--- src/rtl/tw_pkg.sv ---
package tw_pkg;

   // Edge event seen on the synchronized serial clock in one system cycle.
   typedef enum logic [1:0] {
      EV_NONE = 2'd0,
      EV_RISE = 2'd1,
      EV_FALL = 2'd2
   } sclk_ev_e;

   localparam int DEF_DATA_W      = 16;
   localparam int DEF_ADDR_W      = 4;
   localparam int DEF_ID_W        = 4;
   localparam int DEF_SYNC_STAGES = 2;

endpackage

--- src/rtl/tw_sync.sv ---
module tw_sync #(
   parameter int          W       = 3,
   parameter int          STAGES  = 2,
   parameter logic [W-1:0] RST_VAL = '0
) (
   input  logic         clk,
   input  logic         rst_n,
   input  logic [W-1:0] d_i,
   output logic [W-1:0] q_o
);

   if (STAGES < 2) begin : g_bad_stages
      $error("tw_sync: STAGES must be at least 2");
   end
   if (W < 1) begin : g_bad_w
      $error("tw_sync: W must be positive");
   end

   logic [STAGES-1:0][W-1:0] st_q;

   for (genvar s = 0; s < STAGES; s++) begin : g_stage
      if (s == 0) begin : g_first
         always_ff @(posedge clk or negedge rst_n) begin
            if (!rst_n) st_q[s] <= RST_VAL;
            else        st_q[s] <= d_i;
         end
      end else begin : g_next
         always_ff @(posedge clk or negedge rst_n) begin
            if (!rst_n) st_q[s] <= RST_VAL;
            else        st_q[s] <= st_q[s-1];
         end
      end
   end

   assign q_o = st_q[STAGES-1];

endmodule

--- src/rtl/tw_frame_dec.sv ---
module tw_frame_dec
   import tw_pkg::*;
#(
   parameter int              DATA_W  = 16,
   parameter int              ADDR_W  = 4,
   parameter int              ID_W    = 4,
   parameter logic [ID_W-1:0] CHIP_ID = 4'b0110
) (
   input  logic              clk,
   input  logic              rst_n,
   input  logic              sclk_i,
   input  logic              sen_n_i,
   input  logic              sdio_i,
   output sclk_ev_e          ev_o,
   output logic              sen_hi_o,
   output logic              rd_load_o,
   output logic [ADDR_W-1:0] rd_addr_o,
   output logic              rd_hit_o,
   output logic              wr_en_o,
   output logic [ADDR_W-1:0] wr_addr_o,
   output logic [DATA_W-1:0] wr_data_o,
   output logic              pend_o
);

   localparam int CTRL_W  = ID_W + 1 + ADDR_W;
   localparam int FRAME_W = CTRL_W + DATA_W;
   localparam int CNT_W   = $clog2(FRAME_W + 1);
   localparam int RW_IDX  = ADDR_W + 1;

   if (ID_W < 2) begin : g_bad_id
      $error("tw_frame_dec: ID_W must be at least 2");
   end
   if (DATA_W < 2) begin : g_bad_data
      $error("tw_frame_dec: DATA_W must be at least 2");
   end

   logic              sclk_d;
   sclk_ev_e          ev;
   logic [CNT_W-1:0]  cnt_q;
   logic [CTRL_W-1:0] ctrl_q, ctrl_nx;
   logic [DATA_W-1:0] data_q;
   logic [ADDR_W-1:0] addr_q;
   logic [ID_W-1:0]   id_nx;
   logic              hit_q, rd_q, pend_q;
   logic              hit_nx, rd_nx, ctl_edge;

   always_ff @(posedge clk or negedge rst_n) begin
      if (!rst_n) sclk_d <= 1'b0;
      else        sclk_d <= sclk_i;
   end

   always_comb begin
      ev = EV_NONE;
      if (sclk_i && !sclk_d)      ev = EV_RISE;
      else if (!sclk_i && sclk_d) ev = EV_FALL;
   end

   // Control word as it stands once the current bit is shifted in.
   assign ctrl_nx  = {ctrl_q[CTRL_W-2:0], sdio_i};
   assign id_nx    = {ctrl_nx[CTRL_W-1 -: ID_W-1], ctrl_nx[ADDR_W]};
   assign hit_nx   = (id_nx == CHIP_ID);
   assign rd_nx    = ctrl_nx[RW_IDX];
   assign ctl_edge = (ev == EV_RISE) && !sen_n_i && (cnt_q == CNT_W'(CTRL_W - 1));

   always_ff @(posedge clk or negedge rst_n) begin
      if (!rst_n) begin
         cnt_q  <= '0;
         ctrl_q <= '0;
         data_q <= '0;
         addr_q <= '0;
         hit_q  <= 1'b0;
         rd_q   <= 1'b0;
         pend_q <= 1'b0;
      end else if (ev == EV_RISE) begin
         if (sen_n_i) begin
            cnt_q <= '0;
            hit_q <= 1'b0;
            rd_q  <= 1'b0;
         end else begin
            if (cnt_q == '0) pend_q <= 1'b0;
            if (cnt_q < CNT_W'(FRAME_W)) begin
               cnt_q <= cnt_q + 1'b1;
               if (cnt_q < CNT_W'(CTRL_W)) ctrl_q <= ctrl_nx;
               else                        data_q <= {data_q[DATA_W-2:0], sdio_i};
               if (cnt_q == CNT_W'(CTRL_W - 1)) begin
                  hit_q  <= hit_nx;
                  rd_q   <= rd_nx;
                  addr_q <= ctrl_nx[ADDR_W-1:0];
               end
               if (cnt_q == CNT_W'(FRAME_W - 1) && hit_q && !rd_q) pend_q <= 1'b1;
            end
         end
      end else if (ev == EV_FALL && sen_n_i && pend_q) begin
         pend_q <= 1'b0;
      end
   end

   assign ev_o      = ev;
   assign sen_hi_o  = sen_n_i;
   assign rd_load_o = ctl_edge && hit_nx && rd_nx;
   assign rd_addr_o = ctrl_nx[ADDR_W-1:0];
   assign rd_hit_o  = hit_q && rd_q;
   assign wr_en_o   = (ev == EV_FALL) && sen_n_i && pend_q;
   assign wr_addr_o = addr_q;
   assign wr_data_o = data_q;
   assign pend_o    = pend_q;

   // a commit can only be armed by a matching write control word.
   p_pend_needs_write_hit_r7: assert property (@(posedge clk) disable iff (!rst_n)
      $rose(pend_q) |-> (hit_q && !rd_q));

   // arming happens on a rising edge sampled with select low.
   p_pend_on_low_rise_r6: assert property (@(posedge clk) disable iff (!rst_n)
      $rose(pend_q) |-> $past(ev == EV_RISE && !sen_n_i));

endmodule

--- src/rtl/tw_regs.sv ---
module tw_regs #(
   parameter int              DATA_W   = 16,
   parameter int              ADDR_W   = 4,
   parameter logic [DATA_W-1:0] RST_WORD = '0
) (
   input  logic                            clk,
   input  logic                            rst_n,
   input  logic                            wr_en_i,
   input  logic [ADDR_W-1:0]               wr_addr_i,
   input  logic [DATA_W-1:0]               wr_data_i,
   input  logic [ADDR_W-1:0]               rd_addr_i,
   output logic [DATA_W-1:0]               rd_word_o,
   output logic [(2**ADDR_W)*DATA_W-1:0]   regs_o
);

   localparam int NREG = 2 ** ADDR_W;

   logic [NREG-1:0][DATA_W-1:0] mem_q;

   for (genvar k = 0; k < NREG; k++) begin : g_entry
      always_ff @(posedge clk or negedge rst_n) begin
         if (!rst_n)
            mem_q[k] <= RST_WORD;
         else if (wr_en_i && wr_addr_i == ADDR_W'(k))
            mem_q[k] <= wr_data_i;
      end
      assign regs_o[k*DATA_W +: DATA_W] = mem_q[k];
   end

   assign rd_word_o = mem_q[rd_addr_i];

   // storage only moves in the cycle after a commit strobe.
   p_change_only_on_commit_r4: assert property (@(posedge clk) disable iff (!rst_n)
      !$stable(mem_q) |-> $past(wr_en_i));

endmodule

--- src/rtl/tw_readout.sv ---
module tw_readout
   import tw_pkg::*;
#(
   parameter int DATA_W = 16
) (
   input  logic              clk,
   input  logic              rst_n,
   input  sclk_ev_e          ev_i,
   input  logic              sen_hi_i,
   input  logic              rd_hit_i,
   input  logic              load_i,
   input  logic [DATA_W-1:0] load_word_i,
   output logic              sdio_o,
   output logic              sdio_oe_o
);

   logic [DATA_W-1:0] sh_q;
   logic              arm_q, oe_q;

   always_ff @(posedge clk or negedge rst_n) begin
      if (!rst_n) begin
         sh_q  <= '0;
         arm_q <= 1'b0;
         oe_q  <= 1'b0;
      end else if (sen_hi_i) begin
         arm_q <= 1'b0;
         oe_q  <= 1'b0;
      end else if (load_i) begin
         sh_q  <= load_word_i;
         arm_q <= 1'b1;
      end else if (ev_i == EV_FALL && arm_q) begin
         oe_q  <= 1'b1;
         arm_q <= 1'b0;
      end else if (ev_i == EV_RISE && oe_q) begin
         sh_q  <= {sh_q[DATA_W-2:0], 1'b0};
      end
   end

   assign sdio_o    = oe_q & sh_q[DATA_W-1];
   assign sdio_oe_o = oe_q;

   // the line is only driven inside a matching read frame.
   p_oe_gated_by_hit_r7: assert property (@(posedge clk) disable iff (!rst_n)
      oe_q |-> rd_hit_i);

   // select high always releases the line.
   p_oe_release_r9: assert property (@(posedge clk) disable iff (!rst_n)
      sen_hi_i |=> !oe_q);

   // the drive starts on a falling edge, after the turnaround half cycle.
   p_oe_starts_on_fall_r8: assert property (@(posedge clk) disable iff (!rst_n)
      $rose(oe_q) |-> $past(ev_i == EV_FALL));

endmodule

--- src/rtl/tw_reg_slave.sv ---
module tw_reg_slave
   import tw_pkg::*;
#(
   parameter int              DATA_W      = DEF_DATA_W,
   parameter int              ADDR_W      = DEF_ADDR_W,
   parameter int              ID_W        = DEF_ID_W,
   parameter logic [ID_W-1:0] CHIP_ID     = 4'b0110,
   parameter int              SYNC_STAGES = DEF_SYNC_STAGES,
   parameter logic [DATA_W-1:0] RST_WORD  = '0
) (
   input  logic                          clk,
   input  logic                          rst_n,
   input  logic                          sclk,
   input  logic                          sen_n,
   input  logic                          sdio_i,
   output logic                          sdio_o,
   output logic                          sdio_oe,
   output logic [(2**ADDR_W)*DATA_W-1:0] regs_o
);

   if (ADDR_W < 1 || ADDR_W > 8) begin : g_bad_addr
      $error("tw_reg_slave: ADDR_W out of range");
   end

   logic              sclk_s, sen_n_s, sdio_s;
   sclk_ev_e          ev;
   logic              sen_hi, rd_load, rd_hit, wr_en, pend;
   logic [ADDR_W-1:0] rd_addr, wr_addr;
   logic [DATA_W-1:0] wr_data, rd_word;

   tw_sync #(
      .W       (3),
      .STAGES  (SYNC_STAGES),
      .RST_VAL (3'b010)
   ) u_sync (
      .clk   (clk),
      .rst_n (rst_n),
      .d_i   ({sclk, sen_n, sdio_i}),
      .q_o   ({sclk_s, sen_n_s, sdio_s})
   );

   tw_frame_dec #(
      .DATA_W  (DATA_W),
      .ADDR_W  (ADDR_W),
      .ID_W    (ID_W),
      .CHIP_ID (CHIP_ID)
   ) u_dec (
      .clk       (clk),
      .rst_n     (rst_n),
      .sclk_i    (sclk_s),
      .sen_n_i   (sen_n_s),
      .sdio_i    (sdio_s),
      .ev_o      (ev),
      .sen_hi_o  (sen_hi),
      .rd_load_o (rd_load),
      .rd_addr_o (rd_addr),
      .rd_hit_o  (rd_hit),
      .wr_en_o   (wr_en),
      .wr_addr_o (wr_addr),
      .wr_data_o (wr_data),
      .pend_o    (pend)
   );

   tw_regs #(
      .DATA_W   (DATA_W),
      .ADDR_W   (ADDR_W),
      .RST_WORD (RST_WORD)
   ) u_regs (
      .clk       (clk),
      .rst_n     (rst_n),
      .wr_en_i   (wr_en),
      .wr_addr_i (wr_addr),
      .wr_data_i (wr_data),
      .rd_addr_i (rd_addr),
      .rd_word_o (rd_word),
      .regs_o    (regs_o)
   );

   tw_readout #(
      .DATA_W (DATA_W)
   ) u_rd (
      .clk         (clk),
      .rst_n       (rst_n),
      .ev_i        (ev),
      .sen_hi_i    (sen_hi),
      .rd_hit_i    (rd_hit),
      .load_i      (rd_load),
      .load_word_i (rd_word),
      .sdio_o      (sdio_o),
      .sdio_oe_o   (sdio_oe)
   );

   // a driven read and an armed write commit never coexist.
   p_oe_excl_commit_r10: assert property (@(posedge clk) disable iff (!rst_n)
      sdio_oe |-> !pend);

endmodule

--- config.mk ---
export PLATFORM = sky130hd
export DESIGN_NAME = tw_reg_slave
export DESIGN_NICKNAME = d
export VERILOG_FILES = /design/src/rtl/tw_pkg.sv /design/src/rtl/tw_sync.sv /design/src/rtl/tw_frame_dec.sv /design/src/rtl/tw_regs.sv /design/src/rtl/tw_readout.sv /design/src/rtl/tw_reg_slave.sv
export SDC_FILE = /design/constraint.sdc
export NUM_CORES = 1
export LEC_CHECK = 0
export ABC_AREA = 0
export BUFFER_PORTS_ARGS = -buffer_cell sky130_fd_sc_hd__buf_2
export CAP_MARGIN = 20
export CELL_PAD_IN_SITES_DETAIL_PLACEMENT = 1
export CELL_PAD_IN_SITES_GLOBAL_PLACEMENT = 2
export CORE_MARGIN = 5
export CORE_UTILIZATION = 39
export CTS_CLUSTER_DIAMETER = 100
export DETAILED_ROUTE_END_ITERATION = 6
export GPL_TIMING_DRIVEN = 0
export PLACE_DENSITY = 0.8
export SYNTH_ARGS = -nofsm -noshare
export SYNTH_HDL_FRONTEND = slang
export SYNTH_SLANG_ARGS = --single-unit
--- constraint.sdc ---
create_clock -name clk -period 2.6 [get_ports clk]
set_input_delay 0.39 -clock clk [delete_from_list [all_inputs] [get_ports clk]]
set_output_delay 0.39 -clock clk [all_outputs]
set_load 0.02 [all_outputs]
# Word-level counts from Yosys, hierarchy flattened
# Index checks and enable logic that the tools add are counted.
# Widths: inputs -> output; s select.
[op_classes] add_sub_neg=1 n_lt_le_gt_ge=3 eq_ne=23 n_mux=27 bitwise_logic=3 n_reduce_logical=48
[ops] operator="$bmux 16 s4" count=1
[ops] operator="$mux 16" count=4
[ops] operator="$eq 4x4->1 const B" count=8
[ops] operator="$logic_and 1x1->1" count=28
[ops] operator="$eq 4x3->1 const B" count=5
[ops] operator="$mux 1" count=18
[ops] operator="$reduce_and 4->1" count=3
[ops] operator="$mux 5" count=2
[ops] operator="$reduce_bool 2->1" count=5
[ops] operator="$eq 4x2->1 const B" count=2
[ops] operator="$reduce_and 2->1" count=3
[ops] operator="$reduce_and 3->1" count=2
[ops] operator="$add 5x1->5 const B" count=1
[ops] operator="$eq 5x4->1 const B" count=1
[ops] operator="$eq 5x5->1 const B" count=1
[ops] operator="$logic_not 5->1" count=1
[ops] operator="$lt 4x5->1 const B" count=1
[ops] operator="$lt 5x4->1 const B" count=1
[ops] operator="$lt 5x5->1 const B" count=1
[ops] operator="$eq 4x1->1 const B" count=1
[ops] operator="$logic_not 1->1" count=4
[ops] operator="$logic_not 4->1" count=1
[ops] operator="$mux 2" count=2
[ops] operator="$ne 2x2->1 const B" count=2
[ops] operator="other kinds (6)" count=7
[word_totals] reg_bits=317 output_inout_bits=258 wordCells=134

# Logic depth before layout (Yosys ltp)
# Gate-level depths: netlist of the first run.
[logic_depth] depth_word=11 depth_mapped=7

# Cells and area by module
# From an unflattened synthesis of the first run, not the netlist that was laid out.
[unflattened] hier_cells=913 hier_area_um2=14500.2
[modules_own_cells] mod="tw_regs" n_inst=1 cells_each=710 area_per_inst_um2=11626.2
[modules_own_cells] mod="tw_frame_dec" n_inst=1 cells_each=129 area_per_inst_um2=1717.9
[modules_own_cells] mod="tw_readout" n_inst=1 cells_each=65 area_per_inst_um2=980.9
[modules_own_cells] mod="tw_sync" n_inst=1 cells_each=9 area_per_inst_um2=175.2

# Worst setup path before layout of the first run
# Ideal clock, no wire load.
[synth_timing] kind="flip-flop to flip-flop" startpoint="register u_sync.st_q (netlist bit u_sync.q_o[1])" endpoint="register u_regs.mem_q (netlist bit u_regs.regs_o[0])" setup_ps=128 arrival_ps=2024 path_slack_ps=448 path_stages_with_launch=7 n_path_buf=2 synth_period_minus_slack_ps=2152 path_cell_list="dfstp_2 and4b_1 or3b_1 buf_2 nor3_4 buf_6 mux2_1"
[synth_between] elab_chain_cells=3
[synth_rtl] item="start, declared" line_no="tw_sync.sv:19" source="logic [STAGES-1:0][W-1:0] st_q;"
[synth_rtl] item="start signal, assigned by index" line_no="tw_sync.sv:30" source="else st_q[s] <= st_q[s-1];"
[synth_rtl] item="$logic_and 1x1->1 (2 in series)" line_no="tw_frame_dec.sv:103" source="assign wr_en_o = (ev == EV_FALL) && sen_n_i && pend_q;"
[synth_rtl] item="$logic_and 1x1->1" line_no="tw_regs.sv:24" source="else if (wr_en_i && wr_addr_i == ADDR_W'(k))"
[synth_rtl] item="end signal, assigned by index" line_no="tw_regs.sv:25" source="mem_q[k] <= wr_data_i;"
[synth_rtl] item="end, declared" line_no="tw_regs.sv:18" source="logic [NREG-1:0][DATA_W-1:0] mem_q;"
# Every way passes these cells.
# A chain may end at the register's enable or synchronous reset.

# Worst setup path after layout of the first run
[layout_timing] startpoint="register u_sync.st_q (netlist bit u_sync.q_o[1])" endpoint="register u_regs.mem_q (netlist bit u_regs.regs_o[231])"
# The elaborated chain is that of the path after synthesis.

==> results of run 1 <==
[flip-flops by register name, summed over array words and instances (netlist names)]
name and count:
u_dec.hit_q 1, u_rd.arm_q 1, u_dec.cnt_q 5, u_dec.wr_addr_o 4, u_dec.ctrl_q 8, u_rd.sdio_oe_o 1, u_dec.rd_q 1, u_dec.sclk_d 1
u_sync.st_q 3, u_dec.pend_o 1, u_sync.q_o 3, u_dec.wr_data_o 16, u_regs.regs_o 256, u_rd.sh_q 16
[power by group through the flow]
stage               Combinational (uW)  Clock, uW  Sequential, uW
floorplan                          583          0            5130
global placement                  1000          0            5150
detailed placement                1040          0            5150
CTS                               1030       5150            5080
global route                      1090       5370            5090
finish                            1030       5050            5090
[cell type report]
class | instances | area [um^2] | share of cell area
flip-flops and latches | 317 | 7940 | 0.454
multi-input cells | 534 | 5900 | 0.338
repair buffers | 278 | 1510 | 0.0864
clock buffers | 61 | 1130 | 0.0645
well taps | 461 | 577 | 0.0330
plain buffers | 69 | 335 | 0.0192
clock inverters | 7 | 50.0 | 0.00286
inverters | 10 | 37.5 | 0.00215
[repair_timing]
item,in CTS,in global routing
setup buffers,3,7
endpoints found under the setup margin,109,96
hold endpoints to repair,34,0
hold buffers,3,0
gates resized for setup,13,23
pin swaps,2,5
[how the worst max path moves through the flow]
stage,start,cells past startpoint,end
3_3_place_gp,rst_n,1,u_regs.regs_o[90]
5_1_grt,u_sync.q_o[1],5,u_regs.regs_o[169]
4_1_cts,u_sync.q_o[1],5,u_regs.regs_o[41]
2_1_floorplan,u_sync.q_o[1],6,u_regs.regs_o[0]
3_5_place_dp,u_dec.ctrl_q[1],6,u_rd.sh_q[14]
6_report,u_sync.q_o[1],5,u_regs.regs_o[231]
[metal layers]
metal | global-route usage | vias to the layer above | wire length [um]
li1 | - | 4124 | -
met1 | 0.326 | 5219 | 21300
met5 | 0 | - | 0
met3 | 0.0509 | 58 | 2710
met4 | 0.0637 | 0 | 1210
met2 | 0.376 | 264 | 23200
[metrics by stage]
stage          utilization  setup TNS [ns]  instance area, um^2  setup slack [ns]  hold slack (ns)
2_1_floorplan            -               0                14100             0.448           0.0944
5_1_grt              0.490           -3.37                17500            -0.177          0.00293
4_1_cts              0.487           -5.46                17400            -0.210          0.00204
6_report             0.490           -1.40                17500           -0.0866           0.0168
3_5_place_dp         0.452          -18.75                16100            -0.484            0.286
3_3_place_gp         0.449        -1586.56                16000             -5.00            0.337
[logic make-up (layout without fill, tap and decap cells)]
family | after synthesis | in the layout
AOI/OAI and AO/OA | 87 | 87
xor gates and xnor gates | 1 | 1
adders and majority gates | 2 | 2
buffers and inverters | 80 | 425
DFF | 317 | 317
muxes | 361 | 361
and+or+nand+nor | 83 | 83
[worst max-delay path, stage by stage (launching register included)]
cell,delay [ns]
dfstp_2,0.56
and4b_1,0.35
nand3b_1,0.35
nor2_2,0.53
buf_2,0.42
mux2_2,0.38
[cells in the final DEF, fill, tap and decap left out, types with 11 or more instances in the layout]
cell,count
buf_2,283
nand2b_1,15
o221a_2,12
mux4_2,50
o21ai_0,11
o22ai_1,12
mux2_2,272
dfrtp_1,315
a22o_1,11
buf_4,14
nand2_1,12
clkbuf_16,38
mux2_1,11
mux2i_1,28
clkbuf_1,43
==> results.sh, run 1 <==
export IMPL_outcome="finished with violations"
export IMPL_violations="setup timing"
export IMPL_cp_end_kind="flip-flop"
export IMPL_max_freq_ghz=0.372
export IMPL_drive_gt1_frac=0.563
export IMPL_dpl_cell_count=1657
export IMPL_ios=263
export IMPL_synthXorXnorAreaFrac=0.000620
export IMPL_clkPwrFrac=0.452
export IMPL_root_buffer="clkbuf_16"
export IMPL_synthDominantCellAreaShare=0.558
export IMPL_maxCapViolCount=0
export IMPL_min_to="u_sync.st_q[2]"
export IMPL_antenna_cells=0
export IMPL_syn_nets=938
export IMPL_power_uw=11200
export IMPL_dieArea_um2=40100
export IMPL_grt_ovfl_total=0
export IMPL_netlist_instances=931
export IMPL_numPortBuffers=262
export IMPL_dieWidth_um=200
export IMPL_internal_power_uw=8300
export IMPL_synth_cell_types=53
export IMPL_yosysSeqAreaShare=0.562
export IMPL_p_leak_uw=0.00907
export IMPL_synthFlopType="dfrtp_1"
export IMPL_routed_wirelength_mm=48.4
export IMPL_grt_use_total=0.234
export IMPL_synth_top_family_by_area="multiplexers"
export IMPL_swShare=0.256
export IMPL_peakVddDrop_mv=0.507
export IMPL_clkTransAtPathRegs_ns=0.06
export IMPL_synth_common_cells="dfrtp_1 (315), mux2_2 (272), mux4_2 (50)"
export IMPL_grt_max_degree=107
export IMPL_grt_pass1_vias=10400
export IMPL_slew_viol_final=0
export IMPL_grt_pass1_wl_mm=72.0
export IMPL_dp_hpwl_mm=34.8
export IMPL_synthAdderAreaFrac=0.00177
export IMPL_worst_slack_ns=-0.0866
export IMPL_cts_sinks=317
export IMPL_tritoncts="done"
export IMPL_critPathKind="flip-flop to flip-flop"
export IMPL_first_pass_iters=4
export IMPL_insertion_delay_ns=0.52
export IMPL_cts_buffers=38
export IMPL_synth_area_leader_cell="dfrtp_1"
export IMPL_fin_crit_sh=1.03
export IMPL_reg2reg_to="u_regs.regs_o[231]"
export IMPL_clock_skew_ns=0.0183
export IMPL_synth_simple_area_share=0.0376
export IMPL_avgSynthCellArea_um2=15.2
export IMPL_drc_errors=0
export IMPL_start_util=0.396
export IMPL_synthTopCellsByArea="dfrtp_1 (56%), mux2_2 (22%), mux4_2 (8.0%)"
export IMPL_synth_compound_area_frac=0.0483
export IMPL_synth_cell_area_um2=14100
export IMPL_place_congestion=0.860
export IMPL_relSlewSlack=0.287
export IMPL_drt_iter0_markers=474
export IMPL_cts_path_max_buffers=3
export IMPL_p_switching_uw=2860
export IMPL_whs_path_depth=1
export IMPL_hold_viol=0
export IMPL_fillers=3649
export IMPL_final_setup_viol_count=20
export IMPL_r2r_slack_ns=-0.09
export IMPL_fin_crit_ns=2.69
export IMPL_cp_start_kind="flip-flop"
export IMPL_worstPathArrival_ns=3.09
export IMPL_tightest_slew_ns=1.07
export IMPL_ant_nets=0
export IMPL_synthMuxAreaShare=0.325
export IMPL_r2r_start="u_sync.q_o[1]"
export IMPL_viasPerCell=5.56
export IMPL_reg2reg_depth=5
export IMPL_hp_class="input pin to flip-flop"
export IMPL_synth_edf_count=0
export IMPL_async_reset_ff_frac=1.00
export IMPL_power_density_nw_per_um2=639
export IMPL_ys_warn_count=0
export IMPL_stdcell_count=1737
export IMPL_rows=69
export IMPL_yosysMostFrequentCell="dfrtp_1"
export IMPL_cts_htree_levels=2
export IMPL_coreArea_um2=35700
export IMPL_syn_to_final_growth_pct=23.7
export IMPL_seq_power_share=0.456
export IMPL_crit_fanout=10
export IMPL_final_nets=1255
export IMPL_grt_setup_unrepaired="yes"
export IMPL_min_delay_start="sclk"
export IMPL_fp_dieH_um=200
export IMPL_route_vias_total=9665
export IMPL_worstPathRequired_ns=3.01
export IMPL_antenna_found_initial=0
export IMPL_wl_per_cell_um=27.8
export IMPL_ys_ff_latch=317
export IMPL_pwr_share_comb=0.092
No activity file was read; power rests on OpenSTA's default activity.
==> run 2: changes to the inputs <==
CORE_UTILIZATION = 30   (was 39)
PLACE_DENSITY = 0.64   (was 0.8)
==> run 2 against run 1 <==
The flow now finishes without violations. Combinational power barely moved. Die area rose by 28%. Worst setup slack improved by 0.18 ns. Hold slack improved by 0.34 ns. Clock-buffer cell count fell by 7. Clock power rose by 7.9%.
==> results.sh, run 2 (synthesized netlist as in run 1, its figures left out) <==
export IMPL_numPortBuffers=262
export IMPL_cts_buffers=37
export IMPL_grt_ovfl_total=0
export IMPL_syn_to_final_growth_pct=26.1
export IMPL_dieWidth_um=227
export IMPL_crit_chain="and4b_1 > nand3b_1 > nor3_4 > buf_4 > mux2_2"
export IMPL_largest_reg_flops=256
export IMPL_final_cell_mix="dfrtp_1 (315), buf_2 (276), mux2_2 (272), mux4_2 (50), clkbuf_16 (39)"
export IMPL_grt_pass1_vias=10200
export IMPL_max_freq_ghz=0.400
export IMPL_cp_buffers_inverters=1
export IMPL_tritoncts="done"
export IMPL_drt_iter0_markers=441
export IMPL_clkTransAtPathRegs_ns=0.06
export IMPL_clock_skew_ns=0.0251
export IMPL_route_vias_total=9522
export IMPL_final_design_area_no_fill_um2=17800
export IMPL_fin_crit_sh=0.962
export IMPL_ant_nets=0
export IMPL_outcome="finished, final reports clean"
export IMPL_r2r_slack_ns=0.1
export IMPL_stdcell_count=1882
export IMPL_dpl_cell_area_um2=16300
export IMPL_cp_slowest_cell="dfstp_2"
export IMPL_cts_path_max_buffers=3
export IMPL_min_delay_start="u_sync.st_q[0]"
export IMPL_grt_use_total=0.197
export IMPL_cts_htree_levels=2
export IMPL_insertion_delay_ns=0.56
export IMPL_wl_per_cell_um=27.2
export IMPL_hold_viol=0
export IMPL_dp_hpwl_mm=37.8
export IMPL_fillers=4845
export IMPL_rows=79
export IMPL_regArea_um2=7940
export IMPL_first_pass_iters=4
export IMPL_maxCapViolCount=0
export IMPL_drc_errors=0
export IMPL_multi_input_area_um2=5910
export IMPL_cpPeakStageDelay_ns=0.57
export IMPL_fp_dieH_um=227
export IMPL_cts_sinks=317
export IMPL_root_buffer="clkbuf_16"
export IMPL_slew_viol_final=0
export IMPL_worstPathArrival_ns=2.92
export IMPL_cp_end_kind="flip-flop"
export IMPL_grt_max_degree=118
export IMPL_crit_cells=5
export IMPL_routed_wirelength_mm=51.3
export IMPL_drive_gt1_frac=0.568
export IMPL_coreArea_um2=46600
export IMPL_final_common_cell="dfrtp_1"
export IMPL_hp_class="flip-flop to flip-flop"
export IMPL_grt_pass1_wl_mm=74.5
export IMPL_r2r_start="u_sync.q_o[1]"
export IMPL_critPathKind="flip-flop to flip-flop"
export IMPL_worstPathRequired_ns=3.02
export IMPL_whs_path_depth=0
export IMPL_fin_crit_ns=2.50
export IMPL_min_to="u_sync.q_o[0]"
export IMPL_start_util=0.303
export IMPL_tightest_slew_ns=0.952
export IMPL_antenna_cells=0
export IMPL_grt_setup_unrepaired="no"
export IMPL_cp_start_kind="flip-flop"
export IMPL_dieArea_um2=51500
export IMPL_final_nets=1260
export IMPL_peakVddDrop_mv=0.402
export IMPL_viasPerCell=5.06
export IMPL_relSlewSlack=0.365
export IMPL_reg2reg_to="u_regs.regs_o[16]"
export IMPL_cpLargestDelayFamily="simple AND/OR/NAND/NOR gates"
export IMPL_p_leak_uw=0.00914
export IMPL_power_density_nw_per_um2=648
export IMPL_reg2reg_depth=5
export IMPL_ios=263
export IMPL_place_congestion=0.773
export IMPL_final_setup_viol_count=0
export IMPL_crit_fanout=6
export IMPL_antenna_found_initial=1
export IMPL_dpl_cell_count=1803
run 2: cell types whose count changed in the layout (fill, tap and decap cells not counted), moves of 2 or more:
cell | before | now
clkbuf_1 | 43 | 38
clkinv_2 | 5 | 2
nor2_4 | 7 | 9
buf_2 | 283 | 276
buf_4 | 14 | 27
bufinv_16 | 0 | 4
clkbuf_2 | 6 | 4
nor2_2 | 2 | 0
buf_1 | 2 | 0
run 2: layer usage:
layer  global-route usage  up-vias  wire length (um)
met5                    0        -                 0
met4               0.0428        0               943
met3               0.0447       52              2650
met2                0.315      195             24500
met1                0.276     5133             23200
li1                     -     4142                 -
run 2: through the flow:
step / utilization / setup TNS (ns) / hold slack (ns) / total power, uW / setup WS, ns
after CTS: 0.381 / 0 / 0.333 / 11700 / 0.00345
after floorplan: - / 0 / 0.0944 / 5710 / 0.448
after global routing: 0.383 / 0 / 0.363 / 12000 / 0.00282
after global placement: 0.348 / -1686.25 / 0.338 / 6190 / -5.28
after detailed placement: 0.350 / -32.02 / 0.337 / 6210 / -0.565
final: 0.383 / 0 / 0.354 / 11500 / 0.0980
run 2: worst max path at each step:
| stage | start | end |
|---|---|---|
| floorplan | u_sync.q_o[1] | u_regs.regs_o[0] |
| global placement | rst_n | u_regs.regs_o[90] |
| detailed placement | u_dec.ctrl_q[1] | u_rd.sh_q[14] |
| CTS | u_dec.cnt_q[2] | u_dec.wr_data_o[9] |
| global route | u_dec.ctrl_q[1] | u_rd.sh_q[0] |
| finish | u_sync.q_o[1] | u_regs.regs_o[16] |
run 2: cell type report:
| type | instances | area share |
|---|---|---|
| inverters | 10 | 0.00211 |
| clock buffers | 54 | 0.0624 |
| plain buffers | 68 | 0.0200 |
| flip-flops and latches | 317 | 0.445 |
| clock inverters | 7 | 0.00779 |
| well taps | 607 | 0.0426 |
| multi-input cells | 534 | 0.332 |
| repair buffers | 285 | 0.0878 |
run 2: worst reg2reg max path: stages (launching register included):
cell and delay, ns:
dfstp_2 0.57, and4b_1 0.38, nand3b_1 0.39, nor3_4 0.39, buf_4 0.29, mux2_2 0.36
run 2: where the power goes:
part	internal [uW]	switching (uW)
clock network	3350	2100
registers	5000	84.3
logic	336	677
run 2: timing repair:
item,CTS,global route
endpoints found under the setup margin,146,58
hold buffers,4,0
hold endpoints to repair,51,0
resized for setup,30,13
pin swaps,10,2
setup buffers,10,6
